**config.mk**
```make
export PLATFORM = sky130hd
export DESIGN_NAME = dpll_burst_loop
export DESIGN_NICKNAME = d
export VERILOG_FILES = /design/src/rtl/dpll_pkg.sv /design/src/rtl/dpll_edge_phase.sv /design/src/rtl/dpll_iir.sv /design/src/rtl/dpll_trim_sat.sv /design/src/rtl/dpll_burst_loop.sv
export SDC_FILE = /design/constraint.sdc
export NUM_CORES = 1
export LEC_CHECK = 0
export BUFFER_PORTS_ARGS = -buffer_cell sky130_fd_sc_hd__buf_2
export CAP_MARGIN = 15
export CORE_MARGIN = 2
export CORE_UTILIZATION = 37
export CTS_BUF_LIST = sky130_fd_sc_hd__clkbuf_8
export CTS_CLUSTER_SIZE = 30
export DETAILED_ROUTE_END_ITERATION = 12
export GPL_TIMING_DRIVEN = 0
export HOLD_SLACK_MARGIN = 0.1
export PLACE_DENSITY_LB_ADDON = 0.15
export SLEW_MARGIN = 30
export SYNTH_ARGS = -nofsm -noshare
export SYNTH_HDL_FRONTEND = slang
export SYNTH_SLANG_ARGS = --single-unit
```
**constraint.sdc**
```tcl
create_clock -name clk -period 5.9 [get_ports clk]
set_input_delay 1.18 -clock clk [delete_from_list [all_inputs] [get_ports clk]]
set_output_delay 1.18 -clock clk [all_outputs]
set_load 0.005 [all_outputs]
```
**src/rtl/dpll_pkg.sv**
```systemverilog
package dpll_pkg;
  localparam int CW_W = 8;
  typedef logic signed [CW_W-1:0] phase_t;
  typedef logic [CW_W-1:0] ctrl_t;
endpackage

```
**src/rtl/dpll_edge_phase.sv**
```systemverilog
module dpll_edge_phase
  import dpll_pkg::*;
#(
  parameter int SMP_W    = 8,
  parameter int MID      = 128,
  parameter int PHASE_W  = 3,
  parameter int AVG_LOG2 = 3
) (
  input  logic             clk,
  input  logic             rst,
  input  logic             smp_vld_i,
  input  logic [SMP_W-1:0] smp_i,
  input  logic             burst_i,
  output phase_t           avg_o,
  output logic             avg_vld_o
);
  localparam int HALF  = 1 << (PHASE_W - 1);
  localparam int SHL   = CW_W - PHASE_W;
  localparam int SUM_W = CW_W + AVG_LOG2;
  localparam int CNT_W = AVG_LOG2 + 1;
  localparam logic [CNT_W-1:0] FULL = CNT_W'(1 << AVG_LOG2);

  logic [PHASE_W-1:0]     pos_q;
  logic                   prev_hi_q;
  logic                   have_prev_q;
  logic                   in_burst_q;
  logic signed [SUM_W-1:0] sum_q;
  logic [CNT_W-1:0]       cnt_q;
  logic                   cur_hi;
  logic                   crossing;
  phase_t                 err;

  always_comb begin
    cur_hi   = (smp_i >= SMP_W'(MID));
    crossing = smp_vld_i && burst_i && have_prev_q && (cur_hi != prev_hi_q);
    err      = phase_t'((CW_W'(pos_q) - CW_W'(HALF)) << SHL);
  end

  always_ff @(posedge clk) begin
    if (rst) begin
      pos_q       <= '0;
      prev_hi_q   <= 1'b0;
      have_prev_q <= 1'b0;
      in_burst_q  <= 1'b0;
      sum_q       <= '0;
      cnt_q       <= '0;
      avg_o       <= '0;
      avg_vld_o   <= 1'b0;
    end else begin
      avg_vld_o  <= 1'b0;
      in_burst_q <= burst_i;
      if (burst_i && smp_vld_i) begin
        if (crossing && (cnt_q != FULL)) begin
          sum_q <= sum_q + SUM_W'(err);
          cnt_q <= cnt_q + 1'b1;
        end
        prev_hi_q   <= cur_hi;
        have_prev_q <= 1'b1;
        pos_q       <= pos_q + 1'b1;
      end
      if (!burst_i && in_burst_q) begin
        avg_vld_o   <= (cnt_q == FULL);
        avg_o       <= phase_t'(sum_q >>> AVG_LOG2);
        sum_q       <= '0;
        cnt_q       <= '0;
        have_prev_q <= 1'b0;
        pos_q       <= '0;
      end
    end
  end
endmodule

```
**src/rtl/dpll_iir.sv**
```systemverilog
module dpll_iir
  import dpll_pkg::*;
#(
  parameter int K = 2
) (
  input  logic   clk,
  input  logic   rst,
  input  logic   hold_zero_i,
  input  logic   upd_i,
  input  phase_t x_i,
  output phase_t y_o
);
  logic signed [CW_W:0] diff;
  logic signed [CW_W:0] step;
  logic signed [CW_W:0] nxt;

  always_comb begin
    diff = {x_i[CW_W-1], x_i} - {y_o[CW_W-1], y_o};
    step = diff >>> K;
    nxt  = {y_o[CW_W-1], y_o} + step;
  end

  always_ff @(posedge clk) begin
    if (rst || hold_zero_i) y_o <= '0;
    else if (upd_i)         y_o <= phase_t'(nxt[CW_W-1:0]);
  end
endmodule

```
**src/rtl/dpll_trim_sat.sv**
```systemverilog
module dpll_trim_sat
  import dpll_pkg::*;
(
  input  logic   clk,
  input  logic   rst,
  input  ctrl_t  trim_i,
  input  phase_t y_i,
  output ctrl_t  ctrl_o
);
  localparam int SW = CW_W + 2;
  localparam logic signed [SW-1:0] TOP = SW'((1 << CW_W) - 1);

  logic signed [SW-1:0] total;

  always_comb total = $signed({2'b00, trim_i}) + $signed({{2{y_i[CW_W-1]}}, y_i});

  always_ff @(posedge clk) begin
    if (rst)              ctrl_o <= '0;
    else if (total < 0)   ctrl_o <= '0;
    else if (total > TOP) ctrl_o <= '1;
    else                  ctrl_o <= total[CW_W-1:0];
  end
endmodule

```
**src/rtl/dpll_burst_loop.sv**
```systemverilog
module dpll_burst_loop
  import dpll_pkg::*;
#(
  parameter int SMP_W    = 8,
  parameter int MID      = 1 << (SMP_W - 1),
  parameter int PHASE_W  = 3,
  parameter int AVG_LOG2 = 3,
  parameter int K        = 2
) (
  input  logic             clk,
  input  logic             rst,
  input  logic             smp_vld_i,
  input  logic [SMP_W-1:0] smp_i,
  input  logic             burst_i,
  input  logic [7:0]       trim_i,
  input  logic             open_i,
  output logic [7:0]       ctrl_o
);
  phase_t avg;
  logic   avg_vld;
  phase_t y;

  dpll_edge_phase #(
    .SMP_W(SMP_W), .MID(MID), .PHASE_W(PHASE_W), .AVG_LOG2(AVG_LOG2)
  ) u_edge (
    .clk(clk), .rst(rst), .smp_vld_i(smp_vld_i), .smp_i(smp_i),
    .burst_i(burst_i), .avg_o(avg), .avg_vld_o(avg_vld)
  );

  dpll_iir #(.K(K)) u_iir (
    .clk(clk), .rst(rst), .hold_zero_i(open_i), .upd_i(avg_vld),
    .x_i(avg), .y_o(y)
  );

  dpll_trim_sat u_sat (
    .clk(clk), .rst(rst), .trim_i(trim_i), .y_i(y), .ctrl_o(ctrl_o)
  );
endmodule

```
Yosys cells after proc, flatten, opt, wreduce, memory -nomap -nowiden
Cells that the tools add are included.
Widths: inputs -> output; s select.
{"block": "totals", "word_cells": 36, "input_bits": 21, "ff_bits": 46, "output_inout_bits": 8}
{"block": "op_classes", "magnitude_cmp": 3, "bitwise_logic": 1, "reduce_logical": 11, "n_mux": 1, "n_addsub": 7, "n_eq_ne": 3}
{"operator": "$add 11x8->11", "n": 1}
{"operator": "$add 9x8->10", "n": 1}
{"operator": "$gt 10x9->1 const B", "n": 1}
{"operator": "$lt 10x1->1 const B", "n": 1}
{"operator": "$sub 8x8->9", "n": 1}
{"operator": "$add 8x7->8", "n": 1}
{"operator": "$ge 8x8->1 const B", "n": 1}
{"operator": "$mux 8", "n": 1}
{"operator": "$reduce_or 2->1", "n": 3}
{"operator": "$logic_and 1x1->1", "n": 5}
{"operator": "$add 4x1->4 const B", "n": 1}
{"operator": "$eq 4x4->1 const B", "n": 1}
{"operator": "$ne 4x4->1 const B", "n": 1}
{"operator": "$add 3x1->3 const B", "n": 1}
{"operator": "$sub 3x3->3 const B", "n": 1}
{"operator": "$reduce_and 2->1", "n": 1}
{"operator": "$logic_not 1->1", "n": 1}
{"operator": "$logic_or 1x1->1", "n": 1}
{"operator": "$ne 1x1->1", "n": 1}
{"operator": "$not 1->1", "n": 1}

Logic depth before layout (Yosys ltp)
Gate-level depths: netlist of the first run.
{"block": "logic_depth", "ltp_word": 5, "depth_mapped": 15, "mapped_depth_nobuf": 15}

Hierarchy
From an unflattened synthesis of the first run, not the netlist that was laid out.
{"block": "unflattened", "hier_cells": 314, "hier_area_um2": 2844.0}
{"mod": "dpll_edge_phase", "area_per_inst_um2": 1131.1, "instances": 1, "seq_area_each_um2": 460.4, "cells_per_inst": 124}
{"mod": "dpll_iir", "area_per_inst_um2": 915.9, "instances": 1, "seq_area_each_um2": 160.2, "cells_per_inst": 107}
{"mod": "dpll_trim_sat", "area_per_inst_um2": 797.0, "instances": 1, "seq_area_each_um2": 160.2, "cells_per_inst": 83}

Worst setup path after synthesis of the first run
No wires, ideal clock.
{"block": "synth_timing", "kind": "input port to flip-flop", "from": "input port trim_i[0]", "to": "register u_sat.ctrl_o[0]", "t_required_ps": 5834, "path_slack_ps": 3045, "cell_stages": 8, "path_buffers": 0, "arrival_ps": 2789, "setup_ps": 66, "path_cell_list": "ha_1 -> fa_1 -> a21oi_1 -> o21ai_0 -> a31oi_1 -> o21bai_1 -> mux2_4 -> a21oi_2"}
{"block": "synth_between", "elab_chain_len": 3, "elab_cells_between_ends": 5, "cone_classes": "add/sub: 1; order compare: 2; mux: 1; reduce/logical: 1"}
{"element": "start, declared", "line": "dpll_burst_loop.sv:15", "source": "input logic [7:0] trim_i,"}
{"element": "$add 9x8->10 *", "line": "dpll_trim_sat.sv:15", "source": "always_comb total = $signed({2'b00, trim_i}) + $signed({{2{y_i[CW_W-1]}}, y_i});"}
{"element": "$gt 10x9->1 or $lt 10x1->1 (tied branches)", "line": "dpll_trim_sat.sv:20, dpll_trim_sat.sv:19"}
{"element": "$mux 8 or $reduce_or 2->1 (tied branches)"}
{"element": "end signal, assigned", "line": "dpll_trim_sat.sv:21", "source": "else ctrl_o <= total[CW_W-1:0];"}
{"element": "end, declared", "line": "dpll_trim_sat.sv:8", "source": "output ctrl_t ctrl_o"}
Mark *: on every way between the ends. The rest lies on a longest branch, timed or not.
A chain may end at the register's enable or synchronous reset.

Final worst setup path of the first run
{"block": "layout_timing", "from": "register u_iir.y_o[3]", "to": "register u_iir.y_o[7]"}
{"block": "layout_between", "elab_chain_len": 2}
{"element": "start, declared", "line": "dpll_iir.sv:11", "source": "output phase_t y_o"}
{"element": "start signal, assigned", "line": "dpll_iir.sv:25", "source": "else if (upd_i) y_o <= phase_t'(nxt[CW_W-1:0]);"}
{"element": "$sub 8x8->9", "line": "dpll_iir.sv:18", "source": "diff = {x_i[CW_W-1], x_i} - {y_o[CW_W-1], y_o};"}
{"element": "$add 8x7->8 *", "line": "dpll_iir.sv:20", "source": "nxt = {y_o[CW_W-1], y_o} + step;"}
Marked as above.

==> results of run 1 <==
path summary, 6_finish.rpt:
path / from / end / slack, ps / depth (start not counted)
setup / recovery: u_iir.y_o[3] / u_iir.y_o[7] / 2750 / 15
hold / removal: u_edge.avg_o[7] / u_edge.avg_o[7] / 460 / 2
setup reg to reg: u_iir.y_o[3] / u_iir.y_o[7] / 2750 / 15
hold reg to reg: u_edge.avg_o[7] / u_edge.avg_o[7] / 460 / 2
kinds of logic (layout without fill, tap and decap cells):
kind of cell / count (synthesis) / in the layout / share of synthesized area
adder cells (fa/ha/maj): 33 / 33 / 0.176
AND/OR/NAND/NOR: 77 / 77 / 0.145
multiplexers: 12 / 12 / 0.0505
buffers and inverters: 26 / 54 / 0.0434
flip-flops: 39 / 39 / 0.315
XOR/XNOR: 26 / 26 / 0.0918
AO/OA/AOI/OAI: 67 / 67 / 0.179
power groups by stage:
stage / clock, mW / sequential (mW) / combinational, mW
global placement: 0 / 0.277 / 0.0400
floorplan: 0 / 0.278 / 0.0259
global route: 0.195 / 0.272 / 0.0455
finish: 0.178 / 0.271 / 0.0395
CTS: 0.184 / 0.271 / 0.0405
detailed placement: 0 / 0.277 / 0.0404
stage by stage:
step | utilization | std cells
after CTS | 0.430 | 385
after global placement | 0.417 | 378
after floorplan | - | 280
after detailed placement | 0.417 | 378
after global routing | 0.430 | 385
final | 0.430 | 385
placed cells by master (no fill, tap or decap), drive strengths merged, types with 10 or more instances in the layout:
cell type  Yosys  layout
xnor2         18      18
nor2          26      26
ha            30      30
buf            3      24
mux2i         11      11
a21oi         28      28
clkbuf         5      10
inv           18      18
dfxtp         39      39
nand2         27      27
flip-flops by register name (all words and copies together) (netlist names), 3 cells and up:
name and cells:
u_iir.y_o 8, u_edge.cnt_q 4, u_edge.sum_q 6, u_sat.ctrl_o 8, u_edge.pos_q 3, u_edge.avg_o 6
cell type report:
class / count / area (um2)
plain buffers: 8 / 40.0
clock buffers: 5 / 68.8
clock inverters: 2 / 13.8
fillers: 650 / 3660
inverters: 18 / 67.6
multi-input cells: 215 / 1590
flip-flops and latches: 39 / 781
well taps: 77 / 96.3
repair buffers: 21 / 105
tightest hold or removal path, delay by kind of cell, from the launching register on:
kind | cells | cell delay, ps
flip-flops | 1 | 320
AND/OR/NAND/NOR | 1 | 50
AO/OA/AOI/OAI | 1 | 50
layer usage:
layer	track usage	vias up	part of all wire
met5	0	-	0
met4	0.0346	0	0.011
met3	0.0308	5	0.027
met2	0.222	22	0.45
met1	0.176	847	0.51
li1	-	1018	-
==> results.md, run 1 <==
- Outcome: finished clean
- Fin. Hold Viols: 0
- FP Rows: 29
- Crit path cell chain: inv_1 > ha_1 > nand4bb_1 > a21boi_0 > o21a_1 > nor2_1 > o21ba_2 > xnor2_1 > ha_1 > nor3_1 > o21ai_0 > a31oi_1 > xnor2_1 > a211oi_1 > a31o_2
- Yosys reg bits: 39
- Peak VDD IR: 0.0791 mV
- First-pass GRT wire length: ~8100 um
- Vias per cell: 4.91
- Layout area overhead: 11.5%
- WS Path Type: register to register
- Crit path max-delay family: compound AO/OA/AOI/OAI gates
- P_leak: 1.19 nW
- Via count: 1,892
- Total internal power: 0.368 mW
- GP Congestion: 0.802
- Asr flop ratio synth: 0
- Most common cell in the netlist: dfxtp_1
- Die width: 85.9 um
- Leading area contributor after synthesis: dfxtp_1
- Cts repair resizes: 0
- DRC: 0
- Cts hold-fix bufs: 0
- Max cap viols: 0
- Vert. Die Dim: 85.9 um
- Core ar.: 0.00642 mm2
- N_diodes: 0
- Worst Tran Pin Value: 535 ps
- Crit. End Element: register
- Worst Hold Slack: 465 ps
- Setup TNS: 0 ps
- Post-Synthesis Cells: 280
- Largest net degree at the start of global routing: 13
- CTS Root Cell: clkbuf_8
- CTS tree: done
- Sw frac: 0.247
- Gr usage total: 0.134
- DR pass1 iterations: 6
- Initial antenna violation count: 0
- Hpwl dp: 3630 um
- Synth top cells by count: 39 x dfxtp_1, 30 x ha_1, 27 x nand2_1
- Post-route ant nets: 0
- Sequential share of power: 0.555
- RSZ-0062 raised after global routing: no
- Max-slew headroom: 0.643
- Worst skew pair latency: 290 ps
- Max incr delay on CP: 370 ps
- Buffer count from post-CTS setup fixing: 0
- Final net count: 362
- Pre-CTS WS: approximately 2800 ps
- Synth unique cells: 45
- PortBufs: 21
- Syn. warnings: 0
- WP buf/inv: 1
- Min-Delay Path Class: register to register
- H-tree levels: 2
- Post-synthesis sequential area ratio: 0.315
- PD cells: about 180 mW/mm2
- Io pins: 29
- Worst-path fanout max: 4
- Post-DP Area: 0.00268 mm2
- Starting Density: 0.386
- Fmax: 0.317 GHz
- Period utilization: 0.534
- Req. time, crit path: between 6000 and 7000 ps
- Clock power frac: 0.364
- P_sw: about 0.12 mW
- Drt wl/cell: roughly 12 um
- Layout cells sized above 1: 0.143
- Max-slew violations: 0
- Synth top area cells: dfxtp_1 31%, ha_1 15%, xnor2_1 6.4%, a21oi_1 4.8%, mux2i_1 4.4%
- Fin crit period: 3150 ps
- Max stage delay cell, worst path: dfxtp_1
- Post-synth EDFFs: 0
- Critical path launch point type: register
- Data arrival, critical path: 3330 ps
- Clock transition at the registers of the reported paths: 80 ps
- Clk_skew: 8.69 ps
- Gr ovfl total: 0
- Synth Flop Type: dfxtp_1
- # clock sinks: 39
- Drt total wl: between 4000 and 5000 um
- Clock buffer depth: 2
- Vias in the first global route: 1,810
- Final Cell Area: 0.00276 mm2
- Share of the synthesized area in the top cell type: 0.315
- DR iter-0 viols: 50
- PnR worst setup slack: about 2700 ps
- Synthesized netlist net count: 334
- CTS buffer count: 5
- Syn avg cell area: 8.86 um2
- Logic pwr share: 0.081
- PnR Total Power: 0.488 mW
- Final setup viols: 0
- Die area: 0.00737 mm2
- Post-Syn Area: roughly 0.0025 mm2
(Power assumes the default switching activity.)
==> inputs of run 2 (changes only) <==
--- a/config.mk
+++ b/config.mk
@@ -5,6 +5,7 @@
 export SDC_FILE = /design/constraint.sdc
 export NUM_CORES = 1
 export LEC_CHECK = 0
+export ABC_AREA = 1
 export BUFFER_PORTS_ARGS = -buffer_cell sky130_fd_sc_hd__buf_2
 export CAP_MARGIN = 15
 export CORE_MARGIN = 2
==> constraint.sdc (replaced) <==
create_clock -name clk -period 2.8 [get_ports clk]
set_input_delay 0.56 -clock clk [delete_from_list [all_inputs] [get_ports clk]]
set_output_delay 0.56 -clock clk [all_outputs]
set_load 0.005 [all_outputs]
==> results.md, run 2 <==
- Largest net degree at the start of global routing: 14
- H-tree levels: 2
- Total internal power: around 0.90 mW
- DRC: 0
- P_leak: 1.61 nW
- Logic pwr share: 0.080
- Final net count: between 400 and 500
- FP Rows: 30
- Clock power frac: 0.433
- CTS tree: done
- Die width: 87.5 um
- WS Path Type: register to register
- Data arrival, critical path: ~2800 ps
- Die area: roughly 0.0077 mm2
- Sequential share of power: 0.487
- DR pass1 iterations: 4
- Gr usage total: 0.145
- Reg2reg path depth: 24
- N_diodes: 0
- Most common cell in the netlist: nand2_1
- Peak VDD IR: ~0.21 mV
- Post-synth EDFFs: 0
- Synth top area cells: dfxtp_1 30%, ha_1 15%, nand2_1 11%, inv_1 7.9%, a21oi_1 7.0%
- CTS buffer count: 5
- Outcome: finished clean
- Fmax: slightly below 0.4 GHz
- Final Cell Area: 0.00300 mm2
- Period utilization: 0.926
- Synthesized netlist net count: 402
- Layout cells sized above 1: 0.168
- Post-synthesis sequential area ratio: 0.303
- Starting Density: 0.382
- Area of the multi-input gates: 0.00162 mm2
- Via count: 2,154
- Syn. warnings: 0
- Most frequent cells in the layout: 72 x nand2_1, 54 x inv_1, 36 x dfxtp_1, 33 x a21oi_1, 27 x ha_1
- Syn avg cell area: 7.41 um2
- Max-slew headroom: 0.719
- Vert. Die Dim: 87.5 um
- Synth Flop Type: dfxtp_1
- Synth Area in Compound Gates: 0.126
- DR iter-0 viols: 56
- Synth unique cells: 30
- First-pass GRT wire length: between 8000 and 9000 um
- Critical path launch point type: register
- CTS Root Cell: clkbuf_8
- Asr flop ratio synth: 0
- CP most frequent cell: nand2_1
- GP Congestion: 0.778
- Synth Area in XOR/XNOR: 0.0747
- PD cells: 393 mW/mm2
- Leading area contributor after synthesis: dfxtp_1
- Largest family of logic cells by synthesized area: simple AND/OR/NAND/NOR gates
- Synth top cells by count: 74 x nand2_1, 54 x inv_1, 39 x dfxtp_1
- PortBufs: 21
- Mux contribution to synthesized area: 0
- P_sw: 0.277 mW
- Fin crit period: 2590 ps
- Max incr delay on CP: 330 ps
- Drt total wl: 5170 um
- Worst Hold Slack: 453 ps
- Worst-path fanout max: 3
- Post-Syn Area: approximately 0.0026 mm2
- Fin. Hold Viols: 0
- Drt wl/cell: 11.2 um
- Commonest non-fill, non-tap cell in the layout: nand2_1
- Min-Delay Path Class: register to register
- Reg2Reg Setup Slack: between 200 and 250 ps
- Worst skew pair latency: 290 ps
- Max cap viols: 0
- Hpwl dp: 4150 um
- Vias in the first global route: about 1,900
- Max-slew violations: 0
- Sw frac: 0.235
- Initial antenna violation count: 0
- Clk_skew: between 6 and 7 ps
- Register area: between 700 and 800 um2
- Post-synthesis adder-cell area fraction: 0.169
- Max stage delay cell, worst path: dfxtp_2
- Number of fill cells: 717
- Clock transition at the registers of the reported paths: about 90 ps
- Io pins: 29
- Final setup viols: 0
- Gr ovfl total: 0
- # clock sinks: 39
- Post-DP Area: 0.00278 mm2
- Clock buffer depth: 2
- Crit. End Element: register
- Yosys reg bits: 39
- Share of the synthesized area in the top cell type: 0.303
- Req. time, crit path: a little over 3000 ps
- Core ar.: 0.00676 mm2
- Crit path cell chain: inv_1 > ha_4 > nand2_1 > inv_1 > nand2_1 > nand2_2 > nand2_1 > nand2_1 > nand2_1 > nand2_2 > a21oi_2 > xor2_1 > ha_1 > nand2_1 > inv_1 > nand2_1 > nand2_1 > a21oi_2 > inv_1 > nand2_1 > nand3_1 > nand2_1 > inv_1 > nor2_1
- Hold Crit Depth: 1
- Post-Synthesis Cells: roughly 350
- Vias per cell: 4.67
- Worst Tran Pin Value: approximately 420 ps
- Layout area overhead: 16.2%
- Top Registers: u_iir.y_o x8, u_sat.ctrl_o x8
- Synth Area in Simple Gates: 0.238
- Post-route ant nets: 0
[run 2: critical path, delay by kind of cell (launching register included)]
kind / cells / cell delay (ps)
buffers and inverters: 5 / 250
and+or+nand+nor: 14 / 960
AOI/OAI and AO/OA: 2 / 200
DFF: 1 / 330
adders and majority gates: 2 / 620
xor gates and xnor gates: 1 / 160
[run 2: power groups by stage]
stage          Sequential [mW]  Combinational (mW)  Clock (mW)
2_1_floorplan            0.587              0.0610           0
3_3_place_gp             0.586              0.0935           0
3_5_place_dp             0.587              0.0949           0
4_1_cts                  0.574              0.0955       0.526
5_1_grt                  0.574               0.110       0.554
6_report                 0.573              0.0945       0.509
[run 2: metal layers]
layer,global-route usage,part of all wire,wire length [um],up-vias
met5,0,0,0,-
met4,0.0294,0.0052,27,0
met3,0.0284,0.024,123,2
met2,0.234,0.46,2370,25
met1,0.200,0.51,2650,943
li1,-,-,-,1184
[run 2: layout make-up]
type	count	share of cell area
Clock inverter	2	0.0129
Inverter	58	0.0727
Sequential cell	39	0.263
Timing Repair Buffer	25	0.0451
Buffer	3	0.00459
Multi-Input combinational cell	248	0.541
Clock buffer	6	0.0276
Tap cell	80	0.0334
[run 2: path summary, 6_finish.rpt]
| kind | from | end |
|---|---|---|
| setup reg to reg | u_iir.y_o[3] | u_iir.y_o[7] |
| hold reg to reg | u_edge.cnt_q[3] | u_edge.cnt_q[3] |
| setup / recovery | u_iir.y_o[3] | u_iir.y_o[7] |
| hold / removal | u_edge.cnt_q[3] | u_edge.cnt_q[3] |
[run 2: cells by family after synthesis]
logic type                 Yosys count
AOI/OAI and AO/OA                   61
xor gates and xnor gates            22
buffers and inverters               61
adders and majority gates           33
DFF                                 39
and+or+nand+nor                    132
[run 2: per-stage QoR]
stage                     cells  total power [mW]  setup TNS [ps]  setup WS, ps   util
after floorplan             348             0.648               0           308      -
after global placement      449             0.680           -17.5         -17.5  0.412
after detailed placement    449             0.682           -30.3         -30.3  0.412
after CTS                   457              1.20               0          15.1  0.431
after global routing        461              1.24           -13.4         -13.4  0.443
final                       461              1.18               0           208  0.443
[run 2: what timing repair did]
action | CTS | global route
endpoints found under the setup margin | 1 | 3
setup buffers | 0 | 4
hold buffers | 0 | 0
pin swaps | 0 | 3
resized for setup | 1 | 11
==> inputs of run 3 (changes only) <==
--- a/config.mk
+++ b/config.mk
@@ -8,6 +8,7 @@
 export ABC_AREA = 1
 export BUFFER_PORTS_ARGS = -buffer_cell sky130_fd_sc_hd__buf_2
 export CAP_MARGIN = 15
+export CORE_ASPECT_RATIO = 1.75
 export CORE_MARGIN = 2
 export CORE_UTILIZATION = 37
 export CTS_BUF_LIST = sky130_fd_sc_hd__clkbuf_8
@@ -19,4 +20,5 @@
 export SLEW_MARGIN = 30
 export SYNTH_ARGS = -nofsm -noshare
 export SYNTH_HDL_FRONTEND = slang
+export SYNTH_HIERARCHICAL = 1
 export SYNTH_SLANG_ARGS = --single-unit
==> results.md, run 3 <==
- Outcome: finished clean
- Layout area overhead: 14.6%
- Vias in the first global route: 2,310
- Asr flop ratio synth: 0
- Commonest non-fill, non-tap cell in the layout: nand2_1
- Met3 Usage GRT: 0.0290
- Post-Syn Area: between 0.002 and 0.003 mm2
- Post-Synthesis Cells: 379
- GP Congestion: 0.802
- GR peak layer: met2
- Req. time, crit path: 3030 ps
- Drt wl/cell: roughly 11 um
- P_leak: 1.57 nW
- Hpwl dp: about 4700 um
- # clock sinks: 39
- Most common cell in the netlist: nand2_1
- Clk_skew: around 3.2 ps
- R2r startpoint: u_iir/y_o[1]
- Synth top area cells: dfxtp_1 28%, ha_1 14%, nand2_1 11%, a21oi_1 7.8%, inv_1 7.6%
- Met2 Usage GRT: 0.306
- Core ar.: 0.00723 mm2
- RSZ-0062 raised after global routing: no
- CTS Root Cell: clkbuf_8
- Die width: 69.4 um
- CTS buffer count: 5
- Leading area contributor after synthesis: dfxtp_1
- Crit. End Element: register
- Reg2reg path depth: 24
- Post-DP Area: 0.00298 mm2
- Via count: ~2,400
- Synth top cells by count: 81 x nand2_1, 56 x inv_1, 43 x a21oi_1
- Post-synthesis sequential area ratio: 0.282
- Crit path cell chain: inv_4 > ha_4 > nand2_2 > nand2_4 > nand2_4 > nand2_4 > nand2_2 > nand2_2 > nand2_2 > nand2_4 > a21oi_2 > xor2_1 > ha_1 > nand2_1 > inv_2 > nand2_1 > nand2_2 > a31oi_4 > inv_2 > nand3_2 > nand3_2 > nand2_1 > inv_1 > nor2_1
- Syn. warnings: 6
- Synth unique cells: 31
- Final Cell Area: 0.00317 mm2
- Critical Path Source: u_iir/y_o[1]
- CTS tree: done
- Critical path launch point type: register
- Gr usage total: 0.146
- PortBufs: 21
- Largest net degree at the start of global routing: 13
- Final net count: 465
- N_diodes: 0
- Syn avg cell area: 7.30 um2
- Clock buffer depth: 2
- Io pins: 29
- Top Registers: u_iir/y_o x8, u_sat/ctrl_o x8
- Die area: 0.00822 mm2
- CP most frequent cell: nand2_2
- Drt total wl: 5710 um
- Peak VDD IR: 0.219 mV
- Yosys reg bits: 39
- Vias per cell: 4.79
- Data arrival, critical path: between 2000 and 3000 ps
- DRC: 0
- PnR Total Power: 1.11 mW
- Max incr delay on CP: 390 ps
- Starting Density: 0.383
- Gr ovfl total: 0
- Hold Crit Depth: 2
- Most frequent cells in the layout: 79 x nand2_1, 53 x inv_1, 41 x a21oi_1, 34 x dfxtp_1, 28 x ha_1
- Met1 Use GR: 0.116
- Clock transition at the registers of the reported paths: 80 ps
- First-pass GRT wire length: 9520 um
- Share of the synthesized area in the top cell type: 0.282
- Layout cells sized above 1: 0.221
- Max stage delay cell, worst path: dfxtp_4
- Max-slew violations: 0
- WP buf/inv: 4
- DR pass1 iterations: 5
- Final setup viols: 0
- Worst-path fanout max: 5
- Min-Delay Path Class: register to register
- Crit path max-delay family: simple AND/OR/NAND/NOR gates
- PD cells: 350 mW/mm2
- Initial antenna violation count: 0
- Fin. Hold Viols: 0
- WS Path Type: register to register
- Fmax: 0.382 GHz
- Crit. path cell count: 24
- Max cap viols: 0
- DR iter-0 viols: 37
- Post-route ant nets: 0
- Vert. Die Dim: 118 um
- Synth Flop Type: dfxtp_1
- Worst skew pair latency: approximately 290 ps
- FP Rows: 41
- Setup TNS: 0 ps
- H-tree levels: 2
- Fin crit period: ~2600 ps
- Hold path startpoint: u_edge/avg_o[5]
- Period utilization: 0.935
- Util after Layout: 0.439
- Post-synth EDFFs: 0
-- run 3: changes by cell type after synthesis, moves of 4 or more --
cell	change
a21oi_1	+7
o21ai_1	+4
nand2_1	+7
nand2_2	+9
o21ai_0	-10
-- run 3: metal layers --
| metal | vias up | wire length (um) |
|---|---|---|
| li1 | 1261 | - |
| met1 | 1057 | 1980 |
| met2 | 44 | 3320 |
| met3 | 19 | 173 |
| met4 | 0 | 237 |
| met5 | - | 0 |
-- run 3: through the flow --
stage | worst slack, ps | hold slack [ps] | std cells
global placement | -16.7 | 451 | 487
floorplan | 198 | 435 | 380
finish | 181 | 471 | 497
detailed placement | -62.7 | 452 | 487
CTS | 9.06 | 474 | 496
global route | 5.96 | 497 | 497
-- run 3: repair_timing --
item,4_1_cts,5_1_grt
gates resized for setup,2,19
setup buffers,1,1
pin swaps,1,8
endpoints found under the setup margin,1,2
hold buffers,0,0
-- run 3: cells by family (layout without fill, tap and decap cells) --
group                    after synthesis  in the layout  share of synthesized area
adder cells (fa/ha/maj)               34             34                      0.162
buffers and inverters                 70            101                      0.103
XOR/XNOR                              22             22                     0.0696
AO/OA/AOI/OAI                         66             66                      0.134
other                                  1              2                    0.00135
flip-flops                            39             39                      0.282
AND/OR/NAND/NOR                      147            147                      0.248
-- run 3: path summary, 6_finish.rpt --
kind,endpoint,slack (ps)
hold reg to reg,u_edge/avg_o[5],470
hold / removal,u_edge/avg_o[5],470
setup reg to reg,u_iir/y_o[7],180
setup / recovery,u_iir/y_o[7],180
-- run 3: tightest hold or removal path: stages (launching register included) --
cell     delay, ps
dfxtp_1        320
nand2_1         60
a21oi_1         50
-- run 3: area by class of cell --
cell class	instances	area, um2
well taps	86	108
flip-flops and latches	39	790
clock inverters	2	12.5
multi-input cells	271	1770
plain buffers	6	42.5
clock buffers	6	82.6
fillers	749	4060
inverters	64	245
repair buffers	23	120
-- run 3: report_power, final --
part | switching, mW | total, mW | internal (mW)
clock | 0.204 | 0.402 | 0.198
combinational | 0.0786 | 0.137 | 0.0586
sequential | 0.00580 | 0.571 | 0.565
